--- src/rtl/sfm_pkg.sv ---
`timescale 1ns/1ps
package sfm_pkg;
    // Edge tracker state: last sampled sync level and the rearm flag
    typedef struct packed {
        logic prev;
        logic armed;
    } sfm_edge_t;

    // Sticky error flags
    typedef struct packed {
        logic sync_err;
        logic tx_uf;
    } sfm_flags_t;
endpackage

--- src/rtl/sfm_sync_detect.sv ---
`timescale 1ns/1ps
module sfm_sync_detect
    import sfm_pkg::*;
(
    input  logic clk,
    input  logic rst_n,
    input  logic tick,
    input  logic port_en,
    input  logic fs_in,
    input  logic edge_gate,
    output logic sync_evt
);
    sfm_edge_t st_d, st_q;

    always_comb begin
        st_d = st_q;
        if (tick) begin
            if (!port_en) begin
                st_d.prev  = 1'b0;
                st_d.armed = 1'b0;
            end else begin
                st_d.prev  = fs_in;
                st_d.armed = st_q.armed | ~fs_in;
            end
        end
    end

    always_ff @(posedge clk or negedge rst_n) begin
        if (!rst_n) st_q <= '0;
        else        st_q <= st_d;
    end

    // rising sample; in edge-qualified mode an inactive sample must come first
    assign sync_evt = tick & port_en & fs_in & ~st_q.prev & (st_q.armed | ~edge_gate);

    // a disabled tick drops the arming so a held sync cannot start a word
    p_rearm_on_idle_r3: assert property (@(posedge clk) disable iff (!rst_n)
        (tick && !port_en) |=> !st_q.armed);
endmodule

--- src/rtl/sfm_word_ctr.sv ---
`timescale 1ns/1ps
module sfm_word_ctr #(
    parameter int unsigned MAX_LEN = 32,
    parameter int unsigned MIN_LEN = 3,
    parameter int unsigned LW      = 6,
    parameter int unsigned CW      = 5
) (
    input  logic          clk,
    input  logic          rst_n,
    input  logic          tick,
    input  logic          port_en,
    input  logic          sync_evt,
    input  logic          drop_premature,
    input  logic [LW-1:0] word_len,
    output logic          word_start,
    output logic          word_active,
    output logic          last_bit,
    output logic          premature
);
    localparam logic [LW-1:0] MIN_W = LW'(MIN_LEN);
    localparam logic [LW-1:0] MAX_W = LW'(MAX_LEN);

    typedef struct packed {
        logic          active;
        logic          start;
        logic [CW-1:0] cnt;
    } ctr_t;

    ctr_t          st_d, st_q;
    logic [LW-1:0] len_eff;
    logic [LW-1:0] len_m1;
    logic          accept;

    always_comb begin
        if (word_len < MIN_W)      len_eff = MIN_W;
        else if (word_len > MAX_W) len_eff = MAX_W;
        else                       len_eff = word_len;
        len_m1 = len_eff - LW'(1);
    end

    assign premature = sync_evt & st_q.active & (st_q.cnt != '0);
    assign accept    = sync_evt & ~(premature & drop_premature);

    always_comb begin
        st_d = st_q;
        if (tick) begin
            if (!port_en) begin
                st_d = '0;
            end else if (accept) begin
                st_d.active = 1'b1;
                st_d.start  = 1'b1;
                st_d.cnt    = len_m1[CW-1:0];
            end else begin
                st_d.start = 1'b0;
                if (st_q.active) begin
                    if (st_q.cnt == '0) st_d.active = 1'b0;
                    else                st_d.cnt    = st_q.cnt - CW'(1);
                end
            end
        end
    end

    always_ff @(posedge clk or negedge rst_n) begin
        if (!rst_n) st_q <= '0;
        else        st_q <= st_d;
    end

    assign word_start  = st_q.start;
    assign word_active = st_q.active;
    assign last_bit    = st_q.active & (st_q.cnt == '0);

    // a disabled tick empties the counter state
    p_idle_when_off_r1: assert property (@(posedge clk) disable iff (!rst_n)
        (tick && !port_en) |=> (st_q == '0));
    // a word opens with more than one bit left
    p_start_not_last_r2: assert property (@(posedge clk) disable iff (!rst_n)
        st_q.start |-> (st_q.active && st_q.cnt != '0));
    // an undropped premature sync restarts the word
    p_restart_r8: assert property (@(posedge clk) disable iff (!rst_n)
        (tick && premature && !drop_premature) |=> st_q.start);
    // a dropped premature sync leaves the word running
    p_drop_keeps_r9: assert property (@(posedge clk) disable iff (!rst_n)
        (tick && premature && drop_premature) |=> (!st_q.start && st_q.active));
    // nothing moves without a bit tick
    p_hold_r12: assert property (@(posedge clk) disable iff (!rst_n)
        !tick |=> $stable(st_q));
    // the loaded count never falls below the minimum word
    p_min_len_r13: assert property (@(posedge clk) disable iff (!rst_n)
        (tick && accept) |=> (st_q.cnt >= CW'(MIN_LEN - 1)));
endmodule

--- src/rtl/sfm_err_track.sv ---
`timescale 1ns/1ps
module sfm_err_track
    import sfm_pkg::*;
(
    input  logic clk,
    input  logic rst_n,
    input  logic tick,
    input  logic err_clr,
    input  logic premature,
    input  logic wide_viol,
    input  logic late_viol,
    input  logic tx_last_word,
    input  logic uf_relax,
    output logic sync_err,
    output logic tx_underflow
);
    sfm_flags_t fl_d, fl_q;

    always_comb begin
        fl_d = fl_q;
        if (tick) begin
            if (err_clr) fl_d = '0;
            if (premature || wide_viol || late_viol) fl_d.sync_err = 1'b1;
            if (premature && tx_last_word && !uf_relax) fl_d.tx_uf = 1'b1;
        end
    end

    always_ff @(posedge clk or negedge rst_n) begin
        if (!rst_n) fl_q <= '0;
        else        fl_q <= fl_d;
    end

    assign sync_err     = fl_q.sync_err;
    assign tx_underflow = fl_q.tx_uf;

    // the error flag only drops on a clear tick
    p_sticky_r11: assert property (@(posedge clk) disable iff (!rst_n)
        (fl_q.sync_err && !(tick && err_clr)) |=> fl_q.sync_err);
    // a clear with no violation in the same tick empties the flag
    p_clear_r11: assert property (@(posedge clk) disable iff (!rst_n)
        (tick && err_clr && !premature && !wide_viol && !late_viol) |=> !fl_q.sync_err);
    // with the relax control set the underflow flag cannot rise
    p_uf_relax_r10: assert property (@(posedge clk) disable iff (!rst_n)
        (tick && uf_relax && !fl_q.tx_uf) |=> !fl_q.tx_uf);
endmodule

--- src/rtl/fsync_monitor.sv ---
`timescale 1ns/1ps
module fsync_monitor #(
    parameter int unsigned MAX_LEN = 32,
    parameter int unsigned MIN_LEN = 3,
    localparam int unsigned LW     = $clog2(MAX_LEN + 1),
    localparam int unsigned CW     = $clog2(MAX_LEN)
) (
    input  logic          clk,
    input  logic          rst_n,
    input  logic          bclk_en,
    input  logic          port_en,
    input  logic          fs_in,
    input  logic [LW-1:0] word_len,
    input  logic          ext_sync,
    input  logic          late_sync,
    input  logic          edge_start,
    input  logic          err_relax,
    input  logic          drop_premature,
    input  logic          uf_relax,
    input  logic          tx_last_word,
    input  logic          err_clr,
    output logic          word_start,
    output logic          word_active,
    output logic          last_bit,
    output logic          sync_err,
    output logic          tx_underflow
);
    logic sync_evt;
    logic premature;
    logic edge_gate;
    logic wide_viol;
    logic late_viol;

    assign edge_gate = edge_start & ext_sync;

    sfm_sync_detect u_detect (
        .clk       (clk),
        .rst_n     (rst_n),
        .tick      (bclk_en),
        .port_en   (port_en),
        .fs_in     (fs_in),
        .edge_gate (edge_gate),
        .sync_evt  (sync_evt)
    );

    sfm_word_ctr #(
        .MAX_LEN (MAX_LEN),
        .MIN_LEN (MIN_LEN),
        .LW      (LW),
        .CW      (CW)
    ) u_ctr (
        .clk            (clk),
        .rst_n          (rst_n),
        .tick           (bclk_en),
        .port_en        (port_en),
        .sync_evt       (sync_evt),
        .drop_premature (drop_premature),
        .word_len       (word_len),
        .word_start     (word_start),
        .word_active    (word_active),
        .last_bit       (last_bit),
        .premature      (premature)
    );

    // framing rules only apply to a sync driven from outside
    assign wide_viol = bclk_en & port_en & ext_sync & ~late_sync & ~err_relax
                     & fs_in & word_start;
    assign late_viol = bclk_en & port_en & ext_sync & late_sync & ~err_relax
                     & word_active & ~last_bit & ~fs_in;

    sfm_err_track u_err (
        .clk          (clk),
        .rst_n        (rst_n),
        .tick         (bclk_en),
        .err_clr      (err_clr),
        .premature    (premature),
        .wide_viol    (wide_viol),
        .late_viol    (late_viol),
        .tx_last_word (tx_last_word),
        .uf_relax     (uf_relax),
        .sync_err     (sync_err),
        .tx_underflow (tx_underflow)
    );

    // relaxed rules leave only premature syncs as a source of errors
    p_relax_only_premature_r7: assert property (@(posedge clk) disable iff (!rst_n)
        (bclk_en && err_relax && !premature && !sync_err) |=> !sync_err);
    // the final-bit flag never shows outside a word
    p_last_inside_word_r2: assert property (@(posedge clk) disable iff (!rst_n)
        last_bit |-> (word_active && !word_start));
endmodule

--- config.mk ---
export PLATFORM = sky130hd
export DESIGN_NAME = fsync_monitor
export DESIGN_NICKNAME = d
export VERILOG_FILES = /design/src/rtl/sfm_pkg.sv /design/src/rtl/sfm_sync_detect.sv /design/src/rtl/sfm_word_ctr.sv /design/src/rtl/sfm_err_track.sv /design/src/rtl/fsync_monitor.sv
export SDC_FILE = /design/constraint.sdc
export NUM_CORES = 1
export LEC_CHECK = 0
export ABC_AREA = 1
export BUFFER_PORTS_ARGS = -buffer_cell sky130_fd_sc_hd__buf_2
export CAP_MARGIN = 20
export CORE_UTILIZATION = 48
export DETAILED_ROUTE_END_ITERATION = 6
export PLACE_DENSITY = 0.75
export SLEW_MARGIN = 20
export SYNTH_ARGS = -nofsm -noshare
export SYNTH_HDL_FRONTEND = slang
export SYNTH_SLANG_ARGS = --single-unit
export TNS_END_PERCENT = 100
--- constraint.sdc ---
create_clock -name clk -period 2.2 [get_ports clk]
set_input_delay 0.11 -clock clk [delete_from_list [all_inputs] [get_ports clk]]
set_output_delay 0.11 -clock clk [all_outputs]
set_load 0.03 [all_outputs]
==> key figures, run 1 <==
Outcome
  • Status: finished clean

Hold path
  • WHS Path Cells: 2
  • Worst Hold Class: in2reg

Synth
  • Ranking of synthesized cells by area: dfrtp_1, nand2_1, nand3_1, inv_1, nor2_1
  • Asr flop ratio synth: 100.0%
  • Synth unique cells: 20
  • Yosys top cell by area: dfrtp_1
  • Synth warnings: 0
  • Mapped Area: 735.7 um2
  • Top FF cell, synth: dfrtp_1
  • Avg Cell Area, Syn: 6.812 um2
  • Syn_nets: 128
  • Post-synth top area share: 37.41%
  • Synthesized flop and latch total: 11
  • Sequential share of the synthesized area: 37.41%
  • Syn Inst Count: 108
  • Post-synth EDFFs: 0

Placement
  • Placed Cells: 146
  • DP Wirelength: 1.278 mm
  • Final GP Congestion: 0.9252
  • PortBufs: 23
  • DP Area: 869.6 um2
  • Worst slack at placement: 443.6 ps

Clock network
  • CTS Sinks: 11
  • Clk_lat worst skew: 260 ps
  • Longest Clk Path Bufs: 2
  • CTS tree: built
  • Post-CTS Resized: 0
  • H-Tree Depth: 1
  • Worst-path clk slew: 60 ps
  • CTS Buf Count: 3
  • Clock root buffer: clkbuf_4

Setup path
  • Critical Path End Type: flip-flop
  • CP max-delay cell: dfrtp_1
  • Worst EP required: 2360 ps
  • CP Buf/Inv Count: 0
  • CP top delay family: simple AND/OR/NAND/NOR gates
  • Worst reg2reg path depth: 11
  • Worst path cell trace: nor2_1 > nand3_1 > nand3_1 > nand2_4 > nand2_1 > nand2_1 > ha_1 > nand3_1 > nand2_1 > nand3_1 > nand2_1
  • Crit Path Category: reg2reg
  • WP depth: 11
  • Crit path DAT: 1940 ps
  • Slowest stage delay, CP: 400 ps
  • CP Launch Type: flip-flop
  • Worst-path fanout max: 7

Detailed routing
  • # DRC: 0
  • Via density: 4.874
  • Via Count: 736
  • Drt pass-1 iters: 6
  • Routed wire per std cell: 10.32 um
  • Drt total wl: 1.559 mm
  • Post-DRT Antenna Nets: 0
  • Initial detailed-routing violation count: 15

Global routing
  • GRT Resource Usage Total: 22.17%
  • Global-route wire length before repair: 2.387 mm
  • Antenna violations before repair: 0
  • Number of global-route vias before repair: 578
  • Largest net degree at the start of global routing: 12
  • GRT overflow: 0

Power
  • Clock share of power: 26.0%
  • Max VDD drop: 0.0003033 V
  • Sw frac: 32.28%
  • Seq pwr share: 45.0%
  • Combinational share of power: 29.0%
  • Leakage power: 0.5161 nW
  • Switching power: 0.1637 mW
  • Power per cell area: 559.9 nW/um2
  • Total Power: 0.5072 mW
  • Int Power: 0.3435 mW

Timing
  • Slew Viols, Final: 0
  • TNS Setup: 0 ps
  • Worst Clk Skew: 1.354 ps
  • Setup ws final: 414.6 ps
  • Final setup viols: 0
  • Hold Vio Cnt, Final: 0
  • Headroom to the max-slew limit: 81.51%
  • Worst slew pin tran: 275.2 ps
  • Crit share post-route: 81.15%
  • Max Freq: 560.1 MHz
  • Final Critical Period: 1785 ps
  • RSZ-0062 raised after global routing: false

Finish
  • FF+latch area: 275.3 um2
  • Final nets: 157
  • Ratio of cells with drive above 1 in the final layout: 26.47%
  • Antenna Cells: 0
  • Area grow syn2layout: 23.13%
  • Fin cells: 151
  • Filler cell count: 130
  • Fin area: 905.9 um2
  • Multi-input logic area: 392.9 um2

Run
  • Max-cap viol count: 0

Floorplan
  • Row cnt: 13
  • Vert. Die Dim: 41.15 um
  • Floorplan Core Area: 1366 um2
  • Initial Utilization: 53.85%
  • IO Count: 24
  • Die area: 1693 um2
  • Die Wd: 41.15 um
-- cells by family (layout without fill, tap and decap cells) --
| kind of cell | Yosys count | after routing | synth area share, % |
|---|---|---|---|
| AND/OR/NAND/NOR | 66 | 66 | 42.18 |
| XOR/XNOR | 1 | 1 | 1.191 |
| adder cells (fa/ha/maj) | 1 | 1 | 1.700 |
| buffers and inverters | 18 | 46 | 9.183 |
| flip-flops | 11 | 11 | 37.41 |
| AO/OA/AOI/OAI | 11 | 11 | 8.332 |
-- what timing repair did --
action | in CTS | in global routing
hold buffers | 1 | 0
buffers inserted | 0 | 0
endpoints found under the hold margin | 11 | 0
-- Yosys cell counts, types with 2 or more instances --
cell and number:
nor2_4 2, nor2_1 9, nand2_2 2, nand4_1 2, o22ai_1 2, inv_1 15
nand3_1 12, o21ai_0 3, inv_2 3, a21oi_1 3, dfrtp_1 11, o21ai_1 2
nand2_1 35
-- sequential cells by signal (all words and copies together), names as in the netlist --
| name | cells |
|---|---|
| u_ctr.st_q | 5 |
| u_detect.st_q | 2 |
| u_ctr.word_active | 1 |
| u_ctr.word_start | 1 |
| u_err.sync_err | 1 |
| u_err.tx_underflow | 1 |
-- worst paths after layout --
kind / start / to / slack [ps]
max: u_ctr.st_q[0] / u_ctr.st_q[4] / 410
min: uf_relax / u_err.tx_underflow / 50
max reg2reg: u_ctr.st_q[0] / u_ctr.st_q[4] / 410
min reg2reg: u_err.sync_err / u_err.sync_err / 480
max in group asynchronous: rst_n / u_ctr.st_q[1] / 1760
min in group asynchronous: rst_n / u_ctr.st_q[2] / 240
-- power by group through the flow --
stage / clock [mW] / combinational [mW] / sequential [mW]
after detailed placement: 0 / 0.145 / 0.232
after floorplan: 0 / 0.0930 / 0.237
after global routing: 0.149 / 0.171 / 0.230
after global placement: 0 / 0.142 / 0.231
after CTS: 0.139 / 0.147 / 0.228
final: 0.132 / 0.147 / 0.228
-- metal layers --
metal / GRT usage (%) / part of all wire [%] / up-vias
li1: - / - / 400
met4: 4.839 / 0.32 / 0
met2: 33.20 / 44 / 22
met3: 9.783 / 5.9 / 2
met5: 0 / 0 / -
met1: 29.18 / 50 / 312
-- per-stage QoR --
stage,utilization (%),hold slack [ps]
floorplan,-,-185.6
global placement,63.64,-13.72
detailed placement,63.64,-8.365
CTS,66.30,43.43
global route,66.30,51.55
finish,66.30,46.79
-- area by class of cell --
| cell class | count | share of cell area (%) |
|---|---|---|
| inverters | 18 | 7.459 |
| clock buffers | 4 | 2.901 |
| repair buffers | 24 | 13.81 |
| well taps | 15 | 2.072 |
| flip-flops and latches | 11 | 30.39 |
| multi-input cells | 79 | 43.37 |
-- layout by cell type, fill, tap and decap left out, drive strengths merged --
master        n
nand4         3
nand2        38
nor2         11
dlygate4sd3   1
nor3          1
ha            1
inv          18
dfrtp        11
nor4b         1
a21oi         4
nand3        12
o21ai         5
xor2          1
o22ai         2
buf          23
clkbuf        4
No activity file was read; power rests on OpenSTA's default activity.
==> run 2: changes to the inputs <==
- clock period: 2.2 -> 1.8 ns (I/O delays scaled with it)
==> key figures, run 2 (synthesized netlist as in run 1, its figures left out) <==
Setup path
  • CP Buf/Inv Count: 0
  • Worst EP required: 1960 ps
  • Most frequent CP cell: nand2_1
  • Worst-path fanout max: 7
  • CP top delay family: simple AND/OR/NAND/NOR gates
  • Slowest stage delay, CP: 400 ps
  • CP max-delay cell: dfrtp_1
  • CP Launch Type: flip-flop
  • Critical Path End Type: flip-flop
  • Crit Path Category: reg2reg
  • Worst path cell trace: nor2_1 > nand3_2 > nand3_4 > nand2_4 > nand2_1 > nand2_1 > ha_1 > nand3_1 > nand2_1 > nand3_1 > nand2_1
  • Crit path DAT: 1890 ps

Floorplan
  • Die area: 1693 um2
  • Row cnt: 13
  • Die Wd: 41.15 um
  • Floorplan Core Area: 1366 um2
  • Vert. Die Dim: 41.15 um
  • IO Count: 24
  • Initial Utilization: 53.85%

Timing
  • Slew Viols, Final: 0
  • Headroom to the max-slew limit: 81.52%
  • Worst slew pin tran: 275.1 ps
  • Worst Clk Skew: 0.3246 ps
  • TNS Setup: 0 ps
  • Max Freq: 578.7 MHz
  • Hold Vio Cnt, Final: 0
  • Final setup viols: 0
  • Final Critical Period: 1728 ps
  • Crit share post-route: 96.00%

Global routing
  • Antenna violations before repair: 0
  • Number of global-route vias before repair: 578
  • GRT Resource Usage Total: 22.17%
  • Largest net degree at the start of global routing: 12
  • GRT overflow: 0
  • Global-route wire length before repair: 2.387 mm

Clock network
  • CTS tree: built
  • CTS Buf Count: 3
  • Longest Clk Path Bufs: 2
  • H-Tree Depth: 1
  • CTS Sinks: 11
  • Clk_lat worst skew: 260 ps
  • Clock root buffer: clkbuf_4
  • Worst-path clk slew: 60 ps

Placement
  • DP Wirelength: 1.278 mm
  • Final GP Congestion: 0.9251
  • Placed Cells: 146
  • PortBufs: 23
  • DP Area: 869.6 um2

Detailed routing
  • Drt pass-1 iters: 5
  • Initial detailed-routing violation count: 18
  • Via Count: 744
  • # DRC: 0
  • Post-DRT Antenna Nets: 0
  • Via density: 4.927
  • Routed wire per std cell: 10.93 um
  • Drt total wl: 1.651 mm

Power
  • Switching power: 0.2116 mW
  • Max VDD drop: 0.0003701 V
  • Seq pwr share: 44.0%
  • Int Power: 0.4226 mW
  • Clock share of power: 25.6%
  • Sw frac: 33.36%
  • Power per cell area: 686.8 nW/um2
  • Leakage power: 0.5218 nW
  • Combinational share of power: 30.4%
  • Total Power: 0.6342 mW

Finish
  • Most frequent cells in the layout: nand2_1, buf_2, inv_1
  • Biggest regs: u_ctr.st_q: 5 flops, u_detect.st_q: 2 flops
  • Fin cells: 151
  • Final nets: 157
  • Ratio of cells with drive above 1 in the final layout: 27.94%
  • Area grow syn2layout: 25.51%
  • Antenna Cells: 0
  • Largest register FFs: 5
  • Filler cell count: 129
  • Fin area: 923.4 um2
  • Commonest non-fill, non-tap cell in the layout: nand2_1
  • Finished Core Util: 67.58%
  • Largest Register: u_ctr.st_q

Outcome
  • Status: finished clean

Run
  • Max-cap viol count: 0

Hold path
  • Worst Hold Class: in2reg
[run 2: changes by cell type in the layout (fill, tap and decap cells not counted)]
cell | previous run | this run
nand3_1 | 12 | 10
nand3_4 | 0 | 1
nand3_2 | 0 | 1
[run 2: routing by layer]
metal	wire length, um	global-route usage [%]
met1	790	29.18
met2	761	33.20
met3	94	9.783
met4	5	4.839
met5	0	0
[run 2: power by group through the flow]
stage	logic, mW	clock network, mW	registers [mW]
after global routing	0.222	0.182	0.281
after floorplan	0.114	0	0.289
after detailed placement	0.177	0	0.283
after CTS	0.180	0.170	0.278
final	0.193	0.162	0.279
after global placement	0.173	0	0.283
[run 2: per-stage QoR]
step / hold slack (ps) / worst slack, ps
6_report: 26.72 / 72.09
5_1_grt: 31.55 / -51.66
4_1_cts: 23.43 / 35.11
3_5_place_dp: -28.37 / 43.58
3_3_place_gp: -33.74 / 110.6
2_1_floorplan: -205.6 / 197.1
[run 2: repair_timing]
item                       in CTS  in global routing
hold endpoints to repair       11                  0
setup endpoints to repair       0                  3
hold buffers                    1                  0
buffers inserted                0                  0
resized for setup               0                  3
[run 2: cell type report]
type / count / area, um2 / share of cell area (%)
Sequential cell: 11 / 275.3 / 29.81
Tap cell: 15 / 18.77 / 2.033
Inverter: 18 / 67.56 / 7.317
Timing Repair Buffer: 24 / 125.1 / 13.55
Clock buffer: 4 / 26.28 / 2.846
Multi-Input combinational cell: 79 / 410.4 / 44.44
[run 2: worst paths after layout]
check | start | endpoint | slack [ps] | depth (start not counted)
worst min-delay path | uf_relax | u_err.tx_underflow | 30 | 2
max in group asynchronous | rst_n | u_ctr.st_q[1] | 1380 | 2
worst max-delay path | u_ctr.st_q[0] | u_ctr.st_q[4] | 70 | 11
worst max register to register | u_ctr.st_q[0] | u_ctr.st_q[4] | 70 | 11
worst min register to register | u_err.sync_err | u_err.sync_err | 480 | 2
min in group asynchronous | rst_n | u_ctr.st_q[2] | 220 | 2
==> run 3: changes to the inputs <==
- CTS_BUF_LIST: not set -> sky130_fd_sc_hd__clkbuf_16
==> key figures, run 3 (synthesized netlist as in run 1, its figures left out) <==
Setup path
  • Crit Path Category: reg2reg
  • Critical Path End Type: flip-flop
  • Worst-path fanout max: 7
  • CP Launch Type: flip-flop
  • Worst EP required: 1930 ps
  • Crit path DAT: 1790 ps

Detailed routing
  • Initial detailed-routing violation count: 8
  • Via density: 4.907
  • Via Count: 741
  • Routed wire per std cell: 10.72 um
  • Drt total wl: 1.619 mm
  • # DRC: 0
  • Post-DRT Antenna Nets: 0
  • Drt pass-1 iters: 4

Clock network
  • Longest Clk Path Bufs: 2
  • Worst-path clk slew: 40 ps
  • Clock root buffer: clkbuf_16
  • H-Tree Depth: 1
  • CTS tree: built
  • Post-CTS Setup Inserts: 0
  • CTS Buf Count: 3
  • CTS Sinks: 11
  • Clk_lat worst skew: 240 ps

Timing
  • Headroom to the max-slew limit: 81.49%
  • Hold Vio Cnt, Final: 0
  • Slew Viols, Final: 0
  • Worst Hold Margin: 64.24 ps
  • Worst Clk Skew: 1.869 ps
  • Crit share post-route: 92.65%
  • Worst slew pin tran: 275.6 ps
  • TNS Setup: 0 ps
  • Final Critical Period: 1668 ps
  • Max Freq: 599.6 MHz
  • Final setup viols: 0

Global routing
  • Largest net degree at the start of global routing: 12
  • Antenna violations before repair: 0
  • GRT Resource Usage Total: 22.51%
  • Global-route wire length before repair: 2.394 mm
  • Number of global-route vias before repair: 579
  • GRT overflow: 0

Finish
  • Fin cells: 151
  • Largest register FFs: 5
  • Commonest non-fill, non-tap cell in the layout: nand2_1
  • Antenna Cells: 0
  • Final nets: 157
  • Biggest regs: u_ctr.st_q: 5 flops, u_detect.st_q: 2 flops
  • Most frequent cells in the layout: nand2_1, buf_2, inv_1
  • Largest Register: u_ctr.st_q
  • Ratio of cells with drive above 1 in the final layout: 27.94%
  • Area grow syn2layout: 32.65%
  • Finished Core Util: 71.43%

Power
  • Power per cell area: 883.9 nW/um2
  • Leakage power: 0.5491 nW
  • Max VDD drop: 0.0008186 V

Floorplan
  • Vert. Die Dim: 41.15 um
  • Floorplan Core Area: 1366 um2
  • Die area: 1693 um2
  • Die Wd: 41.15 um
  • Initial Utilization: 53.85%
  • IO Count: 24
  • Row cnt: 13

Placement
  • PortBufs: 23
  • Placed Cells: 146
  • DP Wirelength: 1.278 mm
  • Final GP Congestion: 0.9251

Run
  • Max-cap viol count: 0

Outcome
  • Status: finished clean

Hold path
  • Worst Hold Class: in2reg
## run 3: changes by cell type in the layout (fill, tap and decap cells not counted)
| cell | delta |
|---|---|
| clkbuf_16 | +3 |
| clkbuf_1 | -1 |
| clkbuf_4 | -3 |
| inv_1 | +1 |
## run 3: final cells by class
type	instances	area [um2]
well taps	15	18.77
inverters	18	67.56
flip-flops and latches	11	275.3
clock buffers	3	75.07
fillers	118	390.4
repair buffers	24	125.1
multi-input cells	79	410.4
clock inverters	1	3.754
## run 3: critical path, cell delays in order (launching register included)
cell and delay [ps]:
dfrtp_1 390, nor2_1 140, nand3_2 140, nand3_4 130, nand2_4 80, nand2_1 80
nand2_1 100, ha_1 230, nand3_1 90, nand2_1 50, nand3_1 80, nand2_1 50
## run 3: routing by layer
layer / vias to the layer above / part of all wire [%] / GRT usage, %
li1: 398 / - / -
met1: 321 / 49 / 29.18
met2: 20 / 45 / 34.38
met3: 2 / 5.5 / 9.783
met4: 0 / 0.56 / 4.839
met5: - / 0 / 0
## run 3: worst paths after layout
check	startpoint	endpoint	slack, ps	cells past startpoint
setup reg to reg	u_ctr.st_q[0]	u_ctr.st_q[4]	130	11
min in group asynchronous	rst_n	u_ctr.st_q[2]	250	2
hold reg to reg	u_err.sync_err	u_err.sync_err	480	2
hold / removal	uf_relax	u_err.tx_underflow	60	2
max in group asynchronous	rst_n	u_ctr.st_q[1]	1350	2
setup / recovery	u_ctr.st_q[0]	u_ctr.st_q[4]	130	11
## run 3: timing repair
action,in CTS,in global routing
endpoints found under the hold margin,11,0
hold buffers,1,0
endpoints found under the setup margin,0,3
resized for setup,0,3
## run 3: metrics by stage
step	power (mW)	instance area [um2]	worst slack (ps)
3_5_place_dp	0.4604	869.6	43.58
5_1_grt	0.9172	975.9	-0.7032
3_3_place_gp	0.4560	869.6	110.6
4_1_cts	0.8574	958.4	38.85
2_1_floorplan	0.4030	735.7	197.1
6_report	0.8627	975.9	132.3
## run 3: where the power goes
group          internal, mW  switching [mW]  leakage [nW]  total [mW]
clock                 0.291           0.101        0.0423       0.392
sequential            0.268          0.0131         0.149       0.281
combinational        0.0705           0.119         0.358       0.190
